**src/rtl/dnuca_pkg.sv**
```systemverilog
package dnuca_pkg;

  typedef enum logic [1:0] {
    SRCH_SEQ  = 2'b00,
    SRCH_PAIR = 2'b01,
    SRCH_ALL  = 2'b10
  } search_e;

  typedef enum logic [2:0] {
    S_IDLE,
    S_PROBE,
    S_CHECK,
    S_HIT,
    S_MREQ,
    S_MWAIT,
    S_FILL
  } state_e;

  // number of probe steps a full search takes in a given mode
  function automatic int unsigned steps_needed(input logic [1:0] mode, input int unsigned nb);
    if (mode == SRCH_SEQ)       return nb;
    else if (mode == SRCH_PAIR) return (nb + 1) / 2;
    else                        return 1;
  endfunction

endpackage

```
**src/rtl/dnuca_addr_split.sv**
```systemverilog
module dnuca_addr_split #(
  parameter int AW   = 16,
  parameter int OFFW = 2,
  parameter int IDXW = 3,
  parameter int BSW  = 1,
  localparam int TW  = AW - OFFW - IDXW - BSW
) (
  input  logic [AW-1:0]   addr,
  output logic [TW-1:0]   tag,
  output logic [BSW-1:0]  bset,
  output logic [IDXW-1:0] idx
);
  assign idx  = addr[OFFW +: IDXW];
  assign bset = addr[OFFW+IDXW +: BSW];
  assign tag  = addr[AW-1 -: TW];
endmodule

```
**src/rtl/dnuca_probe_sched.sv**
```systemverilog
module dnuca_probe_sched
  import dnuca_pkg::*;
#(
  parameter int NB   = 4,
  parameter int LATW = 3
) (
  input  logic [1:0]      mode,
  input  logic [LATW-1:0] step,
  output logic [NB-1:0]   mask,
  output logic            last
);
  localparam int STEPS_SEQ  = NB;
  localparam int STEPS_PAIR = (NB + 1) / 2;

  for (genvar b = 0; b < NB; b++) begin : g_pos
    assign mask[b] = (mode == SRCH_SEQ)  ? (step == LATW'(b)) :
                     (mode == SRCH_PAIR) ? (step == LATW'(b / 2)) :
                                           1'b1;
  end

  assign last = (step == LATW'(steps_needed(mode, NB) - 1));
endmodule

```
**src/rtl/dnuca_hit_pick.sv**
```systemverilog
module dnuca_hit_pick #(
  parameter int NB = 4,
  parameter int TW = 10,
  parameter int PW = 2
) (
  input  logic [NB-1:0]    mask,
  input  logic [NB-1:0]    rd_valid,
  input  logic [NB*TW-1:0] rd_tag,
  input  logic [TW-1:0]    tag,
  output logic             any_hit,
  output logic [PW-1:0]    hit_pos
);
  logic [NB-1:0] match;

  for (genvar b = 0; b < NB; b++) begin : g_cmp
    assign match[b] = mask[b] & rd_valid[b] & (rd_tag[b*TW +: TW] == tag);
  end

  // nearest matching position wins
  always_comb begin
    hit_pos = '0;
    for (int b = NB - 1; b >= 0; b--) begin
      if (match[b]) hit_pos = PW'(b);
    end
  end

  assign any_hit = |match;
endmodule

```
**src/rtl/dnuca_bankset_ctrl.sv**
```systemverilog
module dnuca_bankset_ctrl
  import dnuca_pkg::*;
#(
  parameter int AW   = 16,
  parameter int OFFW = 2,
  parameter int IDXW = 3,
  parameter int BSW  = 1,
  parameter int NB   = 4,
  parameter int DW   = 16,
  localparam int TW   = AW - OFFW - IDXW - BSW,
  localparam int PW   = $clog2(NB),
  localparam int LATW = PW + 1
) (
  input  logic             clk,
  input  logic             rst_n,
  input  logic             req_valid,
  output logic             req_ready,
  input  logic [AW-1:0]    req_addr,
  input  logic [1:0]       req_mode,
  input  logic             cfg_fill_far,
  input  logic             cfg_demote,
  output logic             resp_valid,
  output logic             resp_hit,
  output logic [DW-1:0]    resp_data,
  output logic [LATW-1:0]  resp_lat,
  output logic             busy,
  output logic [BSW-1:0]   bk_set,
  output logic [IDXW-1:0]  bk_idx,
  output logic [NB-1:0]    bk_rd_en,
  input  logic [NB-1:0]    bk_rd_valid,
  input  logic [NB*TW-1:0] bk_rd_tag,
  input  logic [NB*DW-1:0] bk_rd_data,
  output logic [NB-1:0]    bk_wr_en,
  output logic [NB-1:0]    bk_wr_valid,
  output logic [NB*TW-1:0] bk_wr_tag,
  output logic [NB*DW-1:0] bk_wr_data,
  output logic             mem_req_valid,
  output logic [AW-1:0]    mem_req_addr,
  input  logic             mem_resp_valid,
  input  logic [DW-1:0]    mem_resp_data,
  output logic             mem_wb_valid,
  output logic [AW-1:0]    mem_wb_addr,
  output logic [DW-1:0]    mem_wb_data
);

  // ---------------- address decode of the incoming request
  logic [TW-1:0]   in_tag;
  logic [BSW-1:0]  in_bs;
  logic [IDXW-1:0] in_idx;

  dnuca_addr_split #(.AW(AW), .OFFW(OFFW), .IDXW(IDXW), .BSW(BSW)) u_split (
    .addr (req_addr),
    .tag  (in_tag),
    .bset (in_bs),
    .idx  (in_idx)
  );

  // ---------------- request state
  state_e          state;
  logic [TW-1:0]   a_tag;
  logic [BSW-1:0]  a_bs;
  logic [IDXW-1:0] a_idx;
  logic [1:0]      a_mode;
  logic            a_far;
  logic            a_dem;
  logic [LATW-1:0] step;
  logic [LATW-1:0] lat_q;
  logic [PW-1:0]   hit_pos_q;
  logic [DW-1:0]   fill_data_q;

  // copy of every bank line read during this request
  logic            snap_v    [NB];
  logic [TW-1:0]   snap_tag  [NB];
  logic [DW-1:0]   snap_data [NB];

  // ---------------- probe schedule and tag compare
  logic [NB-1:0] probe_mask;
  logic          probe_last;
  logic          any_hit;
  logic [PW-1:0] hit_pos;

  dnuca_probe_sched #(.NB(NB), .LATW(LATW)) u_sched (
    .mode (a_mode),
    .step (step),
    .mask (probe_mask),
    .last (probe_last)
  );

  dnuca_hit_pick #(.NB(NB), .TW(TW), .PW(PW)) u_pick (
    .mask     (probe_mask),
    .rd_valid (bk_rd_valid),
    .rd_tag   (bk_rd_tag),
    .tag      (a_tag),
    .any_hit  (any_hit),
    .hit_pos  (hit_pos)
  );

  // ---------------- placement arithmetic
  function automatic logic [PW-1:0] nearer_pos(input logic [PW-1:0] p);
    return p - PW'(1);
  endfunction

  function automatic logic [PW-1:0] fill_target(input logic far);
    return far ? PW'(NB - 1) : '0;
  endfunction

  function automatic logic [AW-1:0] line_addr(input logic [TW-1:0] t,
                                              input logic [BSW-1:0] s,
                                              input logic [IDXW-1:0] i);
    return {t, s, i, {OFFW{1'b0}}};
  endfunction

  // ---------------- named internal events
  logic          ev_hit;     // tag match seen in the compare cycle
  logic          ev_miss;    // last step compared without a match
  logic          ev_swap;    // hit line migrates toward home
  logic          ev_victim;  // fill displaces a valid line
  logic          ev_demote;  // displaced line moves one bank outward
  logic          ev_wb;      // displaced line leaves to next level
  logic [PW-1:0] fill_pos;

  assign fill_pos  = fill_target(a_far);
  assign ev_hit    = (state == S_CHECK) && any_hit;
  assign ev_miss   = (state == S_CHECK) && !any_hit && probe_last;
  assign ev_swap   = (state == S_HIT) && (hit_pos_q != '0);
  assign ev_victim = (state == S_FILL) && snap_v[fill_pos];
  assign ev_demote = ev_victim && a_dem && !a_far && !snap_v[1];
  assign ev_wb     = ev_victim && !ev_demote;

  // ---------------- sequencing
  always_ff @(posedge clk or negedge rst_n) begin
    if (!rst_n) begin
      state       <= S_IDLE;
      a_tag       <= '0;
      a_bs        <= '0;
      a_idx       <= '0;
      a_mode      <= SRCH_SEQ;
      a_far       <= 1'b0;
      a_dem       <= 1'b0;
      step        <= '0;
      lat_q       <= '0;
      hit_pos_q   <= '0;
      fill_data_q <= '0;
      for (int b = 0; b < NB; b++) begin
        snap_v[b]    <= 1'b0;
        snap_tag[b]  <= '0;
        snap_data[b] <= '0;
      end
    end else begin
      unique case (state)
        S_IDLE: begin
          if (req_valid) begin
            a_tag  <= in_tag;
            a_bs   <= in_bs;
            a_idx  <= in_idx;
            a_mode <= req_mode;
            a_far  <= cfg_fill_far;
            a_dem  <= cfg_demote;
            step   <= '0;
            state  <= S_PROBE;
          end
        end
        S_PROBE: state <= S_CHECK;
        S_CHECK: begin
          for (int b = 0; b < NB; b++) begin
            if (probe_mask[b]) begin
              snap_v[b]    <= bk_rd_valid[b];
              snap_tag[b]  <= bk_rd_tag[b*TW +: TW];
              snap_data[b] <= bk_rd_data[b*DW +: DW];
            end
          end
          lat_q <= step + LATW'(1);
          if (any_hit) begin
            hit_pos_q <= hit_pos;
            state     <= S_HIT;
          end else if (probe_last) begin
            state <= S_MREQ;
          end else begin
            step  <= step + LATW'(1);
            state <= S_PROBE;
          end
        end
        S_HIT:  state <= S_IDLE;
        S_MREQ: state <= S_MWAIT;
        S_MWAIT: begin
          if (mem_resp_valid) begin
            fill_data_q <= mem_resp_data;
            state       <= S_FILL;
          end
        end
        S_FILL:  state <= S_IDLE;
        default: state <= S_IDLE;
      endcase
    end
  end

  // ---------------- bank write port
  logic          wv [NB];
  logic [TW-1:0] wt [NB];
  logic [DW-1:0] wd [NB];

  always_comb begin
    bk_wr_en = '0;
    for (int b = 0; b < NB; b++) begin
      wv[b] = 1'b0;
      wt[b] = '0;
      wd[b] = '0;
    end
    if (ev_swap) begin
      bk_wr_en[nearer_pos(hit_pos_q)] = 1'b1;
      wv[nearer_pos(hit_pos_q)]       = 1'b1;
      wt[nearer_pos(hit_pos_q)]       = snap_tag[hit_pos_q];
      wd[nearer_pos(hit_pos_q)]       = snap_data[hit_pos_q];
      bk_wr_en[hit_pos_q]             = 1'b1;
      wv[hit_pos_q]                   = snap_v[nearer_pos(hit_pos_q)];
      wt[hit_pos_q]                   = snap_tag[nearer_pos(hit_pos_q)];
      wd[hit_pos_q]                   = snap_data[nearer_pos(hit_pos_q)];
    end
    if (state == S_FILL) begin
      bk_wr_en[fill_pos] = 1'b1;
      wv[fill_pos]       = 1'b1;
      wt[fill_pos]       = a_tag;
      wd[fill_pos]       = fill_data_q;
      if (ev_demote) begin
        bk_wr_en[1] = 1'b1;
        wv[1]       = 1'b1;
        wt[1]       = snap_tag[fill_pos];
        wd[1]       = snap_data[fill_pos];
      end
    end
  end

  for (genvar b = 0; b < NB; b++) begin : g_wpack
    assign bk_wr_valid[b]         = wv[b];
    assign bk_wr_tag[b*TW +: TW]  = wt[b];
    assign bk_wr_data[b*DW +: DW] = wd[b];
  end

  // ---------------- outputs
  assign req_ready     = (state == S_IDLE);
  assign busy          = (state != S_IDLE);
  assign bk_set        = a_bs;
  assign bk_idx        = a_idx;
  assign bk_rd_en      = (state == S_PROBE) ? probe_mask : '0;
  assign resp_valid    = (state == S_HIT) || (state == S_FILL);
  assign resp_hit      = (state == S_HIT);
  assign resp_data     = (state == S_HIT) ? snap_data[hit_pos_q] : fill_data_q;
  assign resp_lat      = lat_q;
  assign mem_req_valid = (state == S_MREQ);
  assign mem_req_addr  = line_addr(a_tag, a_bs, a_idx);
  assign mem_wb_valid  = ev_wb;
  assign mem_wb_addr   = line_addr(snap_tag[fill_pos], a_bs, a_idx);
  assign mem_wb_data   = snap_data[fill_pos];

  // ---------------- assertions
  a_r2_seq_single: assert property (@(posedge clk) disable iff (!rst_n)
    (state == S_PROBE && a_mode == SRCH_SEQ) |-> ($countones(bk_rd_en) == 1));

  a_r2_stop_on_hit: assert property (@(posedge clk) disable iff (!rst_n)
    ev_hit |=> (bk_rd_en == '0));

  a_r3_pair_width: assert property (@(posedge clk) disable iff (!rst_n)
    (state == S_PROBE && a_mode == SRCH_PAIR) |-> ($countones(bk_rd_en) == 2));

  a_r4_all_banks: assert property (@(posedge clk) disable iff (!rst_n)
    (state == S_PROBE && a_mode[1]) |-> (&bk_rd_en));

  a_r5_swap_two_writes: assert property (@(posedge clk) disable iff (!rst_n)
    (resp_valid && resp_hit && hit_pos_q != '0) |-> ($countones(bk_wr_en) == 2));

  a_r6_home_untouched: assert property (@(posedge clk) disable iff (!rst_n)
    (resp_valid && resp_hit && hit_pos_q == '0) |-> (bk_wr_en == '0));

  a_r7_fetch_inside_miss: assert property (@(posedge clk) disable iff (!rst_n)
    mem_req_valid |-> (busy && !resp_valid && bk_rd_en == '0));

  a_r7_miss_after_full_search: assert property (@(posedge clk) disable iff (!rst_n)
    ev_miss |=> mem_req_valid);

  a_r9_wb_with_fill: assert property (@(posedge clk) disable iff (!rst_n)
    mem_wb_valid |-> (resp_valid && !resp_hit && bk_wr_en[fill_pos]));

  a_r10_accept_busy: assert property (@(posedge clk) disable iff (!rst_n)
    (req_valid && req_ready) |=> busy);

  a_r10_resp_pulse: assert property (@(posedge clk) disable iff (!rst_n)
    resp_valid |=> !resp_valid);

endmodule

```
**config.mk**
```make
export PLATFORM = sky130hd
export DESIGN_NAME = dnuca_bankset_ctrl
export DESIGN_NICKNAME = d
export VERILOG_FILES = /design/src/rtl/dnuca_pkg.sv /design/src/rtl/dnuca_addr_split.sv /design/src/rtl/dnuca_probe_sched.sv /design/src/rtl/dnuca_hit_pick.sv /design/src/rtl/dnuca_bankset_ctrl.sv
export SDC_FILE = /design/constraint.sdc
export NUM_CORES = 1
export LEC_CHECK = 0
export ABC_AREA = 0
export BUFFER_PORTS_ARGS = -buffer_cell sky130_fd_sc_hd__buf_2
export CAP_MARGIN = 20
export CORE_MARGIN = 3
export CORE_UTILIZATION = 53
export CTS_BUF_LIST = sky130_fd_sc_hd__clkbuf_8
export DETAILED_ROUTE_END_ITERATION = 8
export PLACE_DENSITY = 0.93
export SLEW_MARGIN = 40
export SYNTH_ARGS = -nofsm -noshare
export SYNTH_HDL_FRONTEND = slang
export SYNTH_SLANG_ARGS = --single-unit
```
**constraint.sdc**
```tcl
create_clock -name clk -period 5.3 [get_ports clk]
set_input_delay 1.325 -clock clk [delete_from_list [all_inputs] [get_ports clk]]
set_output_delay 1.325 -clock clk [all_outputs]
set_load 0.01 [all_outputs]
```
==> results.env, run 1 <==
RUN_STATUS='finished clean'
CPMAXSTAGEDELAYCELL='sky130_fd_sc_hd__ha_1'
NETLIST-CELL-TYPE-COUNT=51
R2R_SLACK_NS=2.69
AREA_GROWTH_PCT=22.09
YOSYSWARNINGS=0
TIMING.RR.END='state[0]'
FIN_NETS=1252
TIMING_MAX_TRANSITION_VIOLATIONS_FINAL=0
WORSTPATHMAXFANOUT=26
PERIOD_SHARE=0.9226
TOTALNEGATIVESETUPSLACK_NS=0
WORST_R2R_PATH_DEPTH=8
CTS_INSERTED_BUFFERS=17
SYNTH_XOR_XNOR_AREA_SHARE=0.03578
GLOBAL_ROUTE_WIRE_LENGTH_BEFORE_REPAIR_UM=53230
ROUTE.DETAILED.VIAS_PER_INST=6.729
NUMBER_OF_ANTENNA_VIOLATIONS_AT_THE_FIRST_CHECK_IN_GLOBAL_ROUTING=3
CTS-ROOT-BUF='sky130_fd_sc_hd__clkbuf_8'
CORE_AREA_UM2=18270
SYNTHMUXAREASHARE=0.3267
WORST_CASE_CLOCK_SKEW_NS=0.01645
PATH_BUF_INV=3
CTS_MAX_PATH_BUFFERS=2
POST_SYNTH_MOST_FREQUENT_CELLS='sky130_fd_sc_hd__mux2_2, sky130_fd_sc_hd__dfrtp_1, sky130_fd_sc_hd__a22o_1'
SYNTHTOPCELLSBYAREA='sky130_fd_sc_hd__dfrtp_1, sky130_fd_sc_hd__mux2_2, sky130_fd_sc_hd__mux4_2'
DIE-AREA_UM2=20630
PWR-SHARE-SEQ=0.345
CLOCK_TREE_FROM_TRITONCTS='built'
CTS_RESIZED=0
GRTUSAGETOTAL=0.3446
REGISTER_CLOCK_PIN_SLEW_ON_THE_REPORTED_WORST_SETUP_AND_HOLD_PATHS_NS=0.09
GRT_SETUP_UNREPAIRED='no'
GRT_OVERFLOW=0
NUMBER_OF_GLOBAL_ROUTE_VIAS_BEFORE_REPAIR=9128
CLOCK_SINKS=153
NETLIST.TOP_CELL.BY_AREA='sky130_fd_sc_hd__dfrtp_1'
POSTCTSSETUPBUFFERS=0
ENDPOINT_KIND='output pin'
SWITCHING_SHARE=0.4279
FIN_WS_NS=0.4102
ROUTE.VIAS.TOTAL=9010
CTSHTREEMAXLEVEL=4
HOLD_VIOLATIONS=0
POST_SYNTHESIS_INSTANCE_AREA_UM2=10040
TIMING.MAX_CAP.VIOLATIONS=0
DRTITER0DRC=1012
PLACEMENT.IO_BUFFERS=334
DIEHEIGHT_UM=143.6
USE_MET1=0.4212
SYN-MEAN-INSTANCE-AREA_UM2=12.38
ROUTED_WIRELENGTH_UM=35950
DP_WORST_SETUP_SLACK_NS=0.9134
POWER_REPORT.INTERNAL_TOTAL_mW=4.129
FINAL-SETUP-VIOL-COUNT=0
POWER.SHARE.COMBINATIONAL=0.525
LEAKAGEPOWER_nW=5.863
YOSYS_TOP_CELL_AREA_SHARE=0.3815
MIN_PATH_TYPE='reg -> reg'
LAYOUT-DRIVE-GT1-SHARE=0.5758
WORST_PATH_LARGEST_CELL_DELAY_NS=0.80
SETUP.WORST_PATH.START='hit_pos_q[0]'
CTS.HOLD.BUFFERS_ADDED=0
CP_COMMON_CELL='sky130_fd_sc_hd__buf_4'
PLACE.GP.CONGESTION=0.9585
SLEW_AT_THE_PIN_CLOSEST_TO_ITS_MAX_SLEW_LIMIT_NS=0.8453
RR_STARTPOINT='step[0]'
INITIAL_CELL_DENSITY_OF_THE_CORE=0.5494
MAXIMUM_NUMBER_OF_PINS_ON_ONE_NET_BEFORE_GLOBAL_ROUTE_REPAIR=85
CRITICAL_PATH_DEPTH=6
DRT-WIRELENGTH-PER-CELL_UM=26.85
CLKLATENCYLATEPIN_NS=0.47
WORST_SETUP_PATH_ENDPOINT='bk_wr_tag[6]'
IOPINCOUNT=341
SYNTHADDERAREAFRAC=0.01122
FP.DIEW_UM=143.6
USE_MET3=0.09817
ASYNC_SET_OR_RESET_FLOP_FRACTION_IN_THE_SYNTHESIZED_NETLIST=1.000
SYNTH_SEQ_AREA_SHARE=0.3815
SYN_INST=811
YOSYS_REG_BITS=153
DPL.HPWL_UM=25630
FIN_HOLD_WS_NS=0.4820
DRT-PASS1-ITER-COUNT=6
YOSYS.CELL_COUNT.TOP_TYPE='sky130_fd_sc_hd__mux2_2'
DOMINANT_SYNTHESIZED_FLOP_CELL='sky130_fd_sc_hd__dfrtp_1'
POST_SYNTH_AND_OR_NAND_NOR_AREA_FRACTION=0.05759
LARGEST_FAMILY_OF_LOGIC_CELLS_BY_SYNTHESIZED_AREA='multiplexers'
CRITPATHREQUIREDTIME_NS=3.97
PERIOD_MINUS_SLACK_NS=4.890
NET-SWITCHING-POWER_mW=3.088
ROWS=49
ANTENNA_LEFT=0
SYNTH_COMPOUND_AREA_FRAC=0.1345
FMAX_GHz=0.2045
SYNTH_ENABLE_FLOP_CELLS=0
POWERDENSITY_nW_PER_UM2=588.9
CRITICAL_PATH_ARRIVAL_NS=3.56
CRITICAL_PATH.TOP_DELAY_FAMILY='buffers and inverters'
DRC=0
TIMING_WORST_SETUP_PATH_TYPE='reg -> out'
RELSLEWSLACK=0.4365
CRIT_PATH_CELL_TRACE='buf_4 > ha_1 > and2_1 > buf_4 > a22o_1 > buf_2'
BUSIEST_LAYER='met2'
MAX_IR_DROP_VDD_mV=0.3585
MET2_USAGE=0.5489
WORST_SETUP_PATH_START_KIND='flip-flop'
CLOCKPOWERSHARE=0.131
==> logic make-up after synthesis <==
logic type / Yosys count
other: 1
XOR/XNOR: 41
AO/OA/AOI/OAI: 160
buffers and inverters: 102
adder cells (fa/ha/maj): 9
multiplexers: 238
flip-flops: 153
AND/OR/NAND/NOR: 107
==> layer usage <==
metal | part of all wire | up-vias
met5 | 0.00031 | -
met4 | 0.053 | 2
met1 | 0.35 | 4382
li1 | - | 3668
met3 | 0.12 | 165
met2 | 0.48 | 793
==> flip-flops by register name, indices dropped and copies added (netlist names) <==
register and cells:
resp_lat 3, fill_data_q 16, bk_set 1, snap_tag 40
a_dem 1, hit_pos_q 2, step 3, a_far 1
a_tag 10, snap_data 64, bk_idx 3, a_mode 2
state 3, snap_v 4
==> metrics by stage <==
step	cells	utilization	area (µm²)	power, mW
after floorplan	814	-	10050	4.832
after global placement	1299	0.6403	11700	5.933
after detailed placement	1301	0.6432	11750	6.157
after CTS	1333	0.6654	12160	7.102
after global routing	1339	0.6707	12250	7.539
final	1339	0.6707	12250	7.216
==> cell type report <==
type / count / area (µm²)
Fill cell: 1319 / 6016
Tap cell: 229 / 286.5
Sequential cell: 153 / 3836
Timing Repair Buffer: 352 / 1921
Inverter: 12 / 45.04
Clock buffer: 18 / 247.7
Multi-Input combinational cell: 559 / 5756
Clock inverter: 14 / 157.7
Antenna cell: 2 / 5.005
==> tightest hold or removal path: cells and delay by family, from the launching register on <==
family           cells  cell delay, ns
flip-flops           1            0.34
AND/OR/NAND/NOR      2            0.11
==> worst min-delay path by stage <==
stage	end	from	cells past startpoint	slack, ns
after floorplan	a_dem	a_dem	1	0.47
after global placement	resp_lat[1]	resp_lat[1]	2	0.46
after detailed placement	resp_lat[1]	resp_lat[1]	2	0.46
after CTS	resp_lat[1]	resp_lat[1]	2	0.48
after global routing	resp_lat[1]	resp_lat[1]	2	0.50
final	resp_lat[1]	resp_lat[1]	2	0.48
==> power groups by stage <==
stage,combinational [mW],sequential (mW),clock (mW)
after floorplan,2.70,2.13,0
after global routing,3.98,2.56,1.00
after detailed placement,3.69,2.47,0
after CTS,3.70,2.45,0.952
after global placement,3.55,2.39,0
final,3.78,2.49,0.942
==> layout by cell type, fill, tap and decap left out, types with 26 or more instances in the layout <==
master and count:
sky130_fd_sc_hd__xnor2_1 40, sky130_fd_sc_hd__nor2_1 41, sky130_fd_sc_hd__mux2_2 176, sky130_fd_sc_hd__dfrtp_1 151, sky130_fd_sc_hd__buf_2 333, sky130_fd_sc_hd__a41o_1 26, sky130_fd_sc_hd__a22o_1 79, sky130_fd_sc_hd__a22oi_1 26
sky130_fd_sc_hd__mux4_2 53
Note: power is estimated with default switching activity, not from simulation.
==> run 2: changes to the inputs <==
- CORE_ASPECT_RATIO: unset -> 0.9
- MAX_ROUTING_LAYER: unset -> met4
==> results.env, run 2 (same netlist as run 1, synthesis figures left out) <==
WORST_R2R_PATH_DEPTH=8  # unchanged
DPL.HPWL_UM=24750  # -3.4%
NUMBER_OF_GLOBAL_ROUTE_VIAS_BEFORE_REPAIR=9107  # -0.23%
TIMING.RR.END='state[0]'
LAYOUT_COMMON_CELLS='sky130_fd_sc_hd__buf_2, sky130_fd_sc_hd__mux2_2, sky130_fd_sc_hd__dfrtp_1, sky130_fd_sc_hd__a22o_1, sky130_fd_sc_hd__mux4_2'
FIN_NETS=1252  # unchanged
WORST_SETUP_PATH_START_KIND='flip-flop'
DRT-WIRELENGTH-PER-CELL_UM=26.48  # -1.4%
MIN_FROM='resp_lat[1]'
PWR-SHARE-SEQ=0.347  # +0.002
REG.LARGEST.LIST='snap_data (64), snap_tag (40), fill_data_q (16)'
CLOCK_SINKS=153  # unchanged
MIN_DELAY_WORST_ENDPOINT='resp_lat[1]'
R2R_SLACK_NS=2.63  # -0.06 ns
LARGEST-REGISTER='snap_data'
CTSHTREEMAXLEVEL=4  # unchanged
TIMING_MAX_TRANSITION_VIOLATIONS_FINAL=0  # unchanged
AREA_GROWTH_PCT=21.47
CTS.HOLD.BUFFERS_ADDED=0  # unchanged
CRITICAL_PATH_ARRIVAL_NS=3.18  # -0.38 ns
ROUTE.DETAILED.VIAS_PER_INST=6.709  # -0.30%
ANTENNA_LEFT=0  # unchanged
RR_STARTPOINT='step[0]'
RELSLEWSLACK=0.3910  # -0.04552
WORSTPATHMAXFANOUT=22  # -15%
RUN_STATUS='finished clean'
TIMING_WORST_SETUP_PATH_TYPE='reg -> out'
REGISTER_CLOCK_PIN_SLEW_ON_THE_REPORTED_WORST_SETUP_AND_HOLD_PATHS_NS=0.09  # about the same
TOTALNEGATIVESETUPSLACK_NS=0  # unchanged
ANTENNA_CELLS_INSERTED=0  # -2
CRITPATHREQUIREDTIME_NS=3.97  # about the same
FIN_AREA_UM2=12190  # -0.51%
SWITCHING_SHARE=0.4297  # +0.001881
DRTITER0DRC=949  # -6.2%
HOLD_VIOLATIONS=0  # unchanged
PERIOD_MINUS_SLACK_NS=4.501  # -0.3884 ns
INITIAL_CELL_DENSITY_OF_THE_CORE=0.5436  # -0.005807
DIEHEIGHT_UM=136.6  # -4.9%
CORE_AREA_UM2=18470  # +1.1%
CTS-ROOT-BUF='sky130_fd_sc_hd__clkbuf_8'
ROUTED_WIRELENGTH_UM=35810  # -0.39%
ENDPOINT_KIND='output pin'
GLOBAL_ROUTE_WIRE_LENGTH_BEFORE_REPAIR_UM=52740  # -0.93%
NUMBER_OF_ANTENNA_VIOLATIONS_AT_THE_FIRST_CHECK_IN_GLOBAL_ROUTING=0  # -3
LARGEST_REGISTER_FFS=64  # unchanged
CLOCK_TREE_FROM_TRITONCTS='built'
NET-SWITCHING-POWER_mW=3.089  # about the same
FINAL-SETUP-VIOL-COUNT=0  # unchanged
TIMING.MAX_CAP.VIOLATIONS=0  # unchanged
PERIOD_SHARE=0.8493  # -0.07329
DRC=0  # unchanged
PLACEMENT.IO_BUFFERS=334  # unchanged
LEAKAGEPOWER_nW=5.846  # -0.30%
CTS_MAX_PATH_BUFFERS=2  # unchanged
WORST_CASE_CLOCK_SKEW_NS=0.01829  # +0.001844 ns
CLKLATENCYLATEPIN_NS=0.46  # about the same
POWER_REPORT.INTERNAL_TOTAL_mW=4.099  # -0.71%
GRT_OVERFLOW=0  # unchanged
MAXIMUM_NUMBER_OF_PINS_ON_ONE_NET_BEFORE_GLOBAL_ROUTE_REPAIR=90  # +5.9%
LAYOUT-DRIVE-GT1-SHARE=0.5790  # +0.003230
IOPINCOUNT=341  # unchanged
MAX_IR_DROP_VDD_mV=0.5205  # +45%
GRT_SETUP_UNREPAIRED='no'
PLACE.GP.CONGESTION=0.9600  # +0.16%
POSTCTSSETUPBUFFERS=0  # unchanged
CTS_RESIZED=0  # unchanged
POWERDENSITY_nW_PER_UM2=589.6  # +0.13%
DETAILED_PLACE.AREA_UM2=11750  # about the same
LAYOUT.CELLS.MOST_COMMON='sky130_fd_sc_hd__buf_2'
ROUTE.VIAS.TOTAL=9070  # +0.67%
MIN_PATH_TYPE='reg -> reg'
DRT-PASS1-ITER-COUNT=6  # unchanged
MIN_PATH_CELLS=2  # unchanged
DIE-AREA_UM2=20630  # about the same
CLOCKPOWERSHARE=0.137  # +0.006
CTS_INSERTED_BUFFERS=17  # unchanged
SLEW_AT_THE_PIN_CLOSEST_TO_ITS_MAX_SLEW_LIMIT_NS=0.9126  # +0.06729 ns
GRTUSAGETOTAL=0.3522  # +0.007530
POWER.SHARE.COMBINATIONAL=0.517  # -0.008
ROWS=47  # -4.1%
FP.DIEW_UM=151.1  # +5.2%
FMAX_GHz=0.2222  # +8.6%
run 2: worst max-delay path: stages (launching register included):
cell                      delay [ns]
sky130_fd_sc_hd__dfrtp_4        0.43
sky130_fd_sc_hd__inv_1          0.09
sky130_fd_sc_hd__ha_2           0.84
sky130_fd_sc_hd__mux4_2         0.64
sky130_fd_sc_hd__a22oi_1        0.22
sky130_fd_sc_hd__nor2_1         0.06
sky130_fd_sc_hd__a41o_1         0.27
sky130_fd_sc_hd__buf_2          0.16
run 2: per-layer routing:
layer	routed length, µm	vias up	share of wire	global-route usage
met2	16400	763	0.46	0.5311
met4	1806	0	0.050	0.1833
met5	0	-	0	-
met1	13140	4485	0.37	0.4392
met3	4459	166	0.12	0.09272
li1	-	3656	-	-
run 2: power by group through the flow:
stage / Sequential [mW] / Combinational, mW / Clock, mW
floorplan: 2.13 / 2.70 / 0
global placement: 2.38 / 3.51 / 0
detailed placement: 2.46 / 3.65 / 0
CTS: 2.44 / 3.67 / 0.991
global route: 2.55 / 3.93 / 1.04
finish: 2.49 / 3.72 / 0.981
run 2: layout make-up:
class	instances	area, µm²
well taps	245	306.5
flip-flops and latches	153	3836
clock inverters	14	187.7
repair buffers	352	1839
fillers	1414	6274
inverters	12	45.04
clock buffers	17	234.0
multi-input cells	559	5743
run 2: through the flow:
| step | utilization | setup WS (ns) | total power [mW] | hold WS, ns | std cells |
|---|---|---|---|---|---|
| floorplan | - | 0.9695 | 4.832 | 0.4727 | 814 |
| detailed placement | 0.6365 | 1.308 | 6.108 | 0.4621 | 1321 |
| finish | 0.6603 | 0.7987 | 7.189 | 0.5004 | 1352 |
| CTS | 0.6593 | 0.7968 | 7.105 | 0.4939 | 1352 |
| global placement | 0.6342 | 1.370 | 5.896 | 0.4712 | 1320 |
| global route | 0.6603 | 0.6768 | 7.530 | 0.5118 | 1352 |
run 2: how the worst max path moves through the flow:
stage	from	to	slack, ns	depth (start not counted)
3_3_place_gp	hit_pos_q[0]	bk_wr_tag[17]	1.37	7
3_5_place_dp	hit_pos_q[0]	bk_wr_tag[17]	1.31	7
5_1_grt	hit_pos_q[0]	bk_wr_tag[17]	0.68	7
2_1_floorplan	hit_pos_q[0]	bk_wr_tag[19]	0.97	11
4_1_cts	hit_pos_q[0]	bk_wr_tag[17]	0.80	7
6_report	hit_pos_q[0]	bk_wr_tag[17]	0.80	7
